File: config.mk
export PLATFORM = sky130hd
export DESIGN_NAME = sp_offset_unit
export DESIGN_NICKNAME = d
export VERILOG_FILES = /design/src/rtl/sp_ofs_pkg.sv /design/src/rtl/sp_ofs_adder.sv /design/src/rtl/sp_ofs_seq.sv /design/src/rtl/sp_offset_unit.sv
export SDC_FILE = /design/constraint.sdc
export NUM_CORES = 1
export LEC_CHECK = 0
export BUFFER_PORTS_ARGS = -buffer_cell sky130_fd_sc_hd__clkbuf_2
export CAP_MARGIN = 20
export CORE_MARGIN = 5
export CORE_UTILIZATION = 30
export DETAILED_ROUTE_END_ITERATION = 12
export HOLD_SLACK_MARGIN = 0.06
export PLACE_DENSITY = 0.62
export SYNTH_ARGS = -nofsm -noshare
export SYNTH_HDL_FRONTEND = slang
export SYNTH_SLANG_ARGS = --single-unit
export TNS_END_PERCENT = 100
File: constraint.sdc
create_clock -name clk -period 2.05 [get_ports clk]
set_clock_uncertainty 0.15 [all_clocks]
set_input_delay 0.3075 -clock clk [delete_from_list [all_inputs] [get_ports clk]]
set_output_delay 0.3075 -clock clk [all_outputs]
set_load 0.02 [all_outputs]
File: src/rtl/sp_ofs_pkg.sv
package sp_ofs_pkg;

    typedef enum logic [1:0] {
        OP_OFS   = 2'd0,
        OP_COPY  = 2'd1,
        OP_STORE = 2'd2,
        OP_NONE  = 2'd3
    } sp_op_e;

    localparam int FLAG_W   = 8;
    localparam int FL_ZERO  = 7;
    localparam int FL_SUB   = 6;
    localparam int FL_HALF  = 5;
    localparam int FL_CARRY = 4;

    function automatic logic [FLAG_W-1:0] pack_flags(input logic z, input logic n,
                                                     input logic h, input logic c);
        logic [FLAG_W-1:0] f;
        f = '0;
        f[FL_ZERO]  = z;
        f[FL_SUB]   = n;
        f[FL_HALF]  = h;
        f[FL_CARRY] = c;
        return f;
    endfunction

endpackage

File: src/rtl/sp_ofs_adder.sv
module sp_ofs_adder #(
    parameter int SP_W  = 16,
    parameter int OFF_W = 8
) (
    input  logic [SP_W-1:0]  sp,
    input  logic [OFF_W-1:0] off,
    output logic [SP_W-1:0]  sum,
    output logic             half_c,
    output logic             byte_c
);
    localparam int EXT_W = SP_W - OFF_W;
    localparam int NIB_W = 4;

    logic [NIB_W:0] nib_sum;
    logic [OFF_W:0] low_sum;

    always_comb begin
        sum     = sp + {{EXT_W{off[OFF_W-1]}}, off};
        nib_sum = {1'b0, sp[NIB_W-1:0]} + {1'b0, off[NIB_W-1:0]};
        low_sum = {1'b0, sp[OFF_W-1:0]} + {1'b0, off};
        half_c  = nib_sum[NIB_W];
        byte_c  = low_sum[OFF_W];
    end

endmodule

File: src/rtl/sp_ofs_seq.sv
module sp_ofs_seq
    import sp_ofs_pkg::*;
#(
    parameter int OFS_CYC   = 12,
    parameter int COPY_CYC  = 8,
    parameter int STORE_CYC = 20
) (
    input  logic   clk,
    input  logic   rst,
    input  logic   start,
    input  sp_op_e op,
    output logic   busy,
    output logic   accept,
    output logic   last,
    output logic   wr_lo,
    output logic   wr_hi,
    output sp_op_e op_cur
);
    localparam int MAX_A = (OFS_CYC > COPY_CYC) ? OFS_CYC : COPY_CYC;
    localparam int MAX_C = (MAX_A > STORE_CYC) ? MAX_A : STORE_CYC;
    localparam int CNT_W = (MAX_C > 2) ? $clog2(MAX_C) : 2;

    typedef struct packed {
        logic             busy;
        sp_op_e           op;
        logic [CNT_W-1:0] cnt;
    } seq_t;

    seq_t q, d;

    function automatic logic [CNT_W-1:0] budget(input sp_op_e o);
        case (o)
            OP_OFS:   return CNT_W'(OFS_CYC - 1);
            OP_COPY:  return CNT_W'(COPY_CYC - 1);
            default:  return CNT_W'(STORE_CYC - 1);
        endcase
    endfunction

    always_comb begin
        accept = !q.busy && start && (op != OP_NONE);
        last   = q.busy && (q.cnt == '0);
        wr_lo  = q.busy && (q.op == OP_STORE) && (q.cnt == CNT_W'(2));
        wr_hi  = q.busy && (q.op == OP_STORE) && (q.cnt == CNT_W'(1));
        d = q;
        if (accept) begin
            d.busy = 1'b1;
            d.op   = op;
            d.cnt  = budget(op);
        end else if (last) begin
            d.busy = 1'b0;
        end else if (q.busy) begin
            d.cnt = q.cnt - CNT_W'(1);
        end
    end

    always_ff @(posedge clk) begin
        if (rst) begin
            q <= '{busy: 1'b0, op: OP_NONE, cnt: '0};
        end else begin
            q <= d;
        end
    end

    assign busy   = q.busy;
    assign op_cur = q.op;

endmodule

File: src/rtl/sp_offset_unit.sv
module sp_offset_unit
    import sp_ofs_pkg::*;
#(
    parameter int              SP_W      = 16,
    parameter int              OFF_W     = 8,
    parameter int              ADDR_W    = 16,
    parameter int              OFS_CYC   = 12,
    parameter int              COPY_CYC  = 8,
    parameter int              STORE_CYC = 20,
    parameter logic [SP_W-1:0] SP_RST    = 16'hFFFE
) (
    input  logic                clk,
    input  logic                rst,
    input  logic                start,
    input  logic [1:0]          op,
    input  logic [OFF_W-1:0]    imm,
    input  logic [ADDR_W-1:0]   st_addr,
    input  logic                sp_wr,
    input  logic [SP_W-1:0]     sp_in,
    output logic [SP_W-1:0]     sp_out,
    output logic [SP_W-1:0]     hl_out,
    output logic [FLAG_W-1:0]   flags_out,
    output logic                busy,
    output logic                done,
    output logic                mem_we,
    output logic [ADDR_W-1:0]   mem_addr,
    output logic [SP_W/2-1:0]   mem_data
);
    localparam int HALF_W = SP_W / 2;

    typedef struct packed {
        logic [SP_W-1:0]   sp;
        logic [SP_W-1:0]   hl;
        logic [FLAG_W-1:0] flags;
        logic              done;
        logic              we;
        logic [ADDR_W-1:0] maddr;
        logic [HALF_W-1:0] mdata;
        logic [OFF_W-1:0]  imm;
        logic [ADDR_W-1:0] nn;
    } unit_t;

    unit_t q, d;

    logic      s_busy, s_accept, s_last, s_wr_lo, s_wr_hi;
    sp_op_e    s_op;
    logic [SP_W-1:0] add_sum;
    logic      add_h, add_c;

    sp_ofs_seq #(
        .OFS_CYC  (OFS_CYC),
        .COPY_CYC (COPY_CYC),
        .STORE_CYC(STORE_CYC)
    ) i_seq (
        .clk   (clk),
        .rst   (rst),
        .start (start),
        .op    (sp_op_e'(op)),
        .busy  (s_busy),
        .accept(s_accept),
        .last  (s_last),
        .wr_lo (s_wr_lo),
        .wr_hi (s_wr_hi),
        .op_cur(s_op)
    );

    sp_ofs_adder #(
        .SP_W (SP_W),
        .OFF_W(OFF_W)
    ) i_add (
        .sp    (q.sp),
        .off   (q.imm),
        .sum   (add_sum),
        .half_c(add_h),
        .byte_c(add_c)
    );

    always_comb begin
        d      = q;
        d.done = 1'b0;
        d.we   = 1'b0;
        if (s_accept) begin
            d.imm = imm;
            d.nn  = st_addr;
        end else if (!s_busy && !start && sp_wr) begin
            d.sp = sp_in;
        end
        if (s_wr_lo) begin
            d.we    = 1'b1;
            d.maddr = q.nn;
            d.mdata = q.sp[HALF_W-1:0];
        end
        if (s_wr_hi) begin
            d.we    = 1'b1;
            d.maddr = q.nn + ADDR_W'(1);
            d.mdata = q.sp[SP_W-1:HALF_W];
        end
        if (s_last) begin
            d.done = 1'b1;
            case (s_op)
                OP_OFS: begin
                    d.hl    = add_sum;
                    d.flags = pack_flags(1'b0, 1'b0, add_h, add_c);
                end
                OP_COPY: d.sp = q.hl;
                default: ;
            endcase
        end
    end

    always_ff @(posedge clk) begin
        if (rst) begin
            q    <= '0;
            q.sp <= SP_RST;
        end else begin
            q <= d;
        end
    end

    assign sp_out    = q.sp;
    assign hl_out    = q.hl;
    assign flags_out = q.flags;
    assign busy      = s_busy;
    assign done      = q.done;
    assign mem_we    = q.we;
    assign mem_addr  = q.maddr;
    assign mem_data  = q.mdata;

endmodule

==> results.ini <==
[yosys]
syn_avg_cell_area_um2=7.67
synthAdderAreaFrac_pct=5.05
synth-compound-area-share_pct=18.0
ys_ff_latch=92
synth-simple-area-share_pct=24.5
syn_inst=665
netlist_area_mm2=0.00510
synth_top_family_by_area=simple AND/OR/NAND/NOR gates
synth-async-reset-ratio_pct=0
ys_warn_count=0
synth_edf_count=0
yosys.area_share.xor_xnor_pct=2.57
synth_mux_area_share_pct=0.638
synth-main-ff-cell=dfxtp_1
ys_seq_area_share_pct=36.1
post_synth_num_cell_types=48

[worst_setup_path]
cp_top_family=compound AO/OA/AOI/OAI gates
cp-start-kind=register
slowest_stage=fa_2
cp_data_arrival_time_ns=2.15
critPathRequiredTime_ns=2.15
cpPeakStageDelay_ns=0.36
critPathLaunch=q[16]
reg2reg_depth=7
rrSetupSlack_ns=-0.006
timing.rr.start=q[16]
path_buf_inv=0
cp-end-kind=register
crit_chain=ha_4, fa_2, a211oi_4, o211ai_1, a32oi_1, mux2i_1, nand2_1
r2r_end=hl_out[12]
critPathKind=register to register
worstPathMaxFanout=3
cp-endpoint=hl_out[12]
cp.depth=7

[timing]
slew_viol_final=0
fin_crit_ns=2.06
grt_setup_unrepaired=true
fin_ws_ns=-0.00555
setup_tns_ns=-0.00555
finalCritPeriodShare_pct=100
timing_hold_violations_final=0
holdWs_ns=0.119
timing.fmax_ghz=0.486
setup_viol=1

[cells_and_area]
finalInstanceArea_mm2=0.00666
syn_to_final_growth_pct=30.6
layout.nets=857
layout-drive-gt1-share_pct=30.9
layout_commonest_cell=nand2_1
layout_common_cells=nand2_1 (126), clkbuf_2 (106), dfxtp_1 (83)
fin_cells=1016
diodes=0

[cts]
clockRootBuffer=clkbuf_16
htree_num_levels=3
clock_latency_ns=0.36
numCtsBuffers=9
clkTransAtPathRegs_ns=0.07
ctsLongestPathBuffers=2
clock-sinks=92
cts_tree=done

[routing]
highest_layer=met5
postRouteWirelength_mm=15.9
drc=0
antenna_left=0
wl_per_cell_um=15.6
drt-initial-drc-count=277
route.met2.wl_mm=6.93
wl_met3_um=987
vias=4939
drtPass1Iterations=4
wl_met1_mm=7.65
avgViaCountPerCell=4.86

[power_and_ir_drop]
ir_drop_mv=0.386
p_per_area_mw_per_mm2=715
power.leakage_nw=2.92
finalPower_w=0.00476

[grt]
grt_pass1_wl_mm=24.7
grtUsageTotal_pct=15.7
grt_overflow=0
antenna_found_initial=1
grt_pass1_vias=4641
grt_max_degree=42

[die]
initial_core_util_pct=30.7
fp.dieArea_mm2=0.0197
die_h_um=140
num_rows=47
die_w_um=140
design.core.area_mm2=0.0166
io_pins=113

[place]
dp.cells=971
gp_congestion=0.911
dpl_cell_area_mm2=0.00596
portBuffers=106
dp_hpwl_mm=11.9

[outcome]
status=complete, but fails checks
violations=negative setup slack

[min_path]
hp-class=input pin to register

[run]
drv.max_cap_violation_count=0

through the flow:
step           worst slack (ns)  util [%]
3_3_place_gp            -0.0950      35.8
6_report               -0.00555      40.0
2_1_floorplan           -0.0310         -
3_5_place_dp            -0.0732      35.8
4_1_cts                -0.00534      39.2
5_1_grt                 -0.0910      40.0
registers in the layout, summed over array words and instances, names as in the netlist:
register	cells
q	24
hl_out	16
mem_addr	16
sp_out	16
mem_data	8
i_seq.q	5
flags_out	2
i_seq.op_cur	2
done	1
i_seq.busy	1
mem_we	1
tightest hold or removal path: cells and delay by family:
kind	cells	cell delay [ns]
buffers and inverters	1	0.13
AND/OR/NAND/NOR	2	0.16
report_power, final:
group          internal [W]  switching (W)  leakage, nW  total [W]
Clock              0.000838       0.000786        0.133    0.00162
Sequential          0.00187      0.0000779        0.753    0.00195
Combinational      0.000548       0.000644         2.03    0.00119
how the worst min path moves through the flow:
| stage | startpoint | to | slack, ns | cells after the start |
|---|---|---|---|---|
| 2_1_floorplan | op[1] | i_seq.op_cur[1] | 0.27 | 2 |
| 3_3_place_gp | mem_addr[10] | mem_addr[10] | 0.29 | 2 |
| 3_5_place_dp | mem_addr[10] | mem_addr[10] | 0.29 | 2 |
| 4_1_cts | op[1] | i_seq.op_cur[1] | 0.10 | 3 |
| 5_1_grt | sp_in[0] | sp_out[0] | 0.13 | 3 |
| 6_report | op[1] | i_seq.op_cur[1] | 0.12 | 3 |
cell families (layout without fill, tap and decap cells):
| logic type | Yosys count | after routing |
|---|---|---|
| DFF | 92 | 92 |
| buffers and inverters | 110 | 235 |
| adders and majority gates | 20 | 20 |
| xor gates and xnor gates | 15 | 15 |
| and+or+nand+nor | 272 | 273 |
| muxes | 3 | 3 |
| AOI/OAI and AO/OA | 152 | 152 |
| other | 1 | 6 |
synthesized netlist by cell type (2+ instances only):
cell,instances,area (um2)
a21oi_1,62,310
a32oi_1,2,17.5
nor2_1,50,188
nand2_1,129,484
and4_1,4,35.0
o311ai_0,2,17.5
a31oi_1,7,43.8
ha_1,19,238
a21o_1,8,60.1
inv_1,7,26.3
o21ai_0,31,155
mux2_2,2,22.5
xnor2_1,7,61.3
and2_1,3,18.8
nor3_1,11,55.1
buf_2,5,25.0
o21bai_1,3,22.5
a311oi_1,10,87.6
and3_1,16,100
nand3b_1,2,15.0
o21a_1,2,15.0
a211oi_1,11,82.6
clkbuf_1,31,116
buf_4,64,480
or3_1,7,43.8
nand3_1,32,160
dfxtp_1,92,1840
or4_1,2,15.0
o211ai_1,10,75.1
nor4b_1,5,43.8
xor2_1,8,70.1
nand4_1,5,31.3
cell type report:
class	instances	area, um2
Clock inverter	7	56.3
Multi-Input combinational cell	469	2790
Clock buffer	9	225
Tap cell	220	275
Timing Repair Buffer	211	1430
Sequential cell	92	1860
Inverter	8	30.0
Fill cell	1717	9980
timing repair:
action / 4_1_cts / 5_1_grt
gates cloned: 0 / 1
gates resized for setup: 10 / 34
pin swaps: 5 / 9
setup endpoints to repair: 15 / 43
hold endpoints to repair: 24 / 0
buffers inserted: 1 / 3
hold buffers: 24 / 0
per-layer routing:
layer  vias to the layer above  global-route usage, %
met5                         -                      0
met2                       118                   23.5
met1                      2293                   21.5
met4                         2                   5.20
li1                       2504                      -
met3                        22                   4.53
No activity file was read; power rests on OpenSTA's default activity.
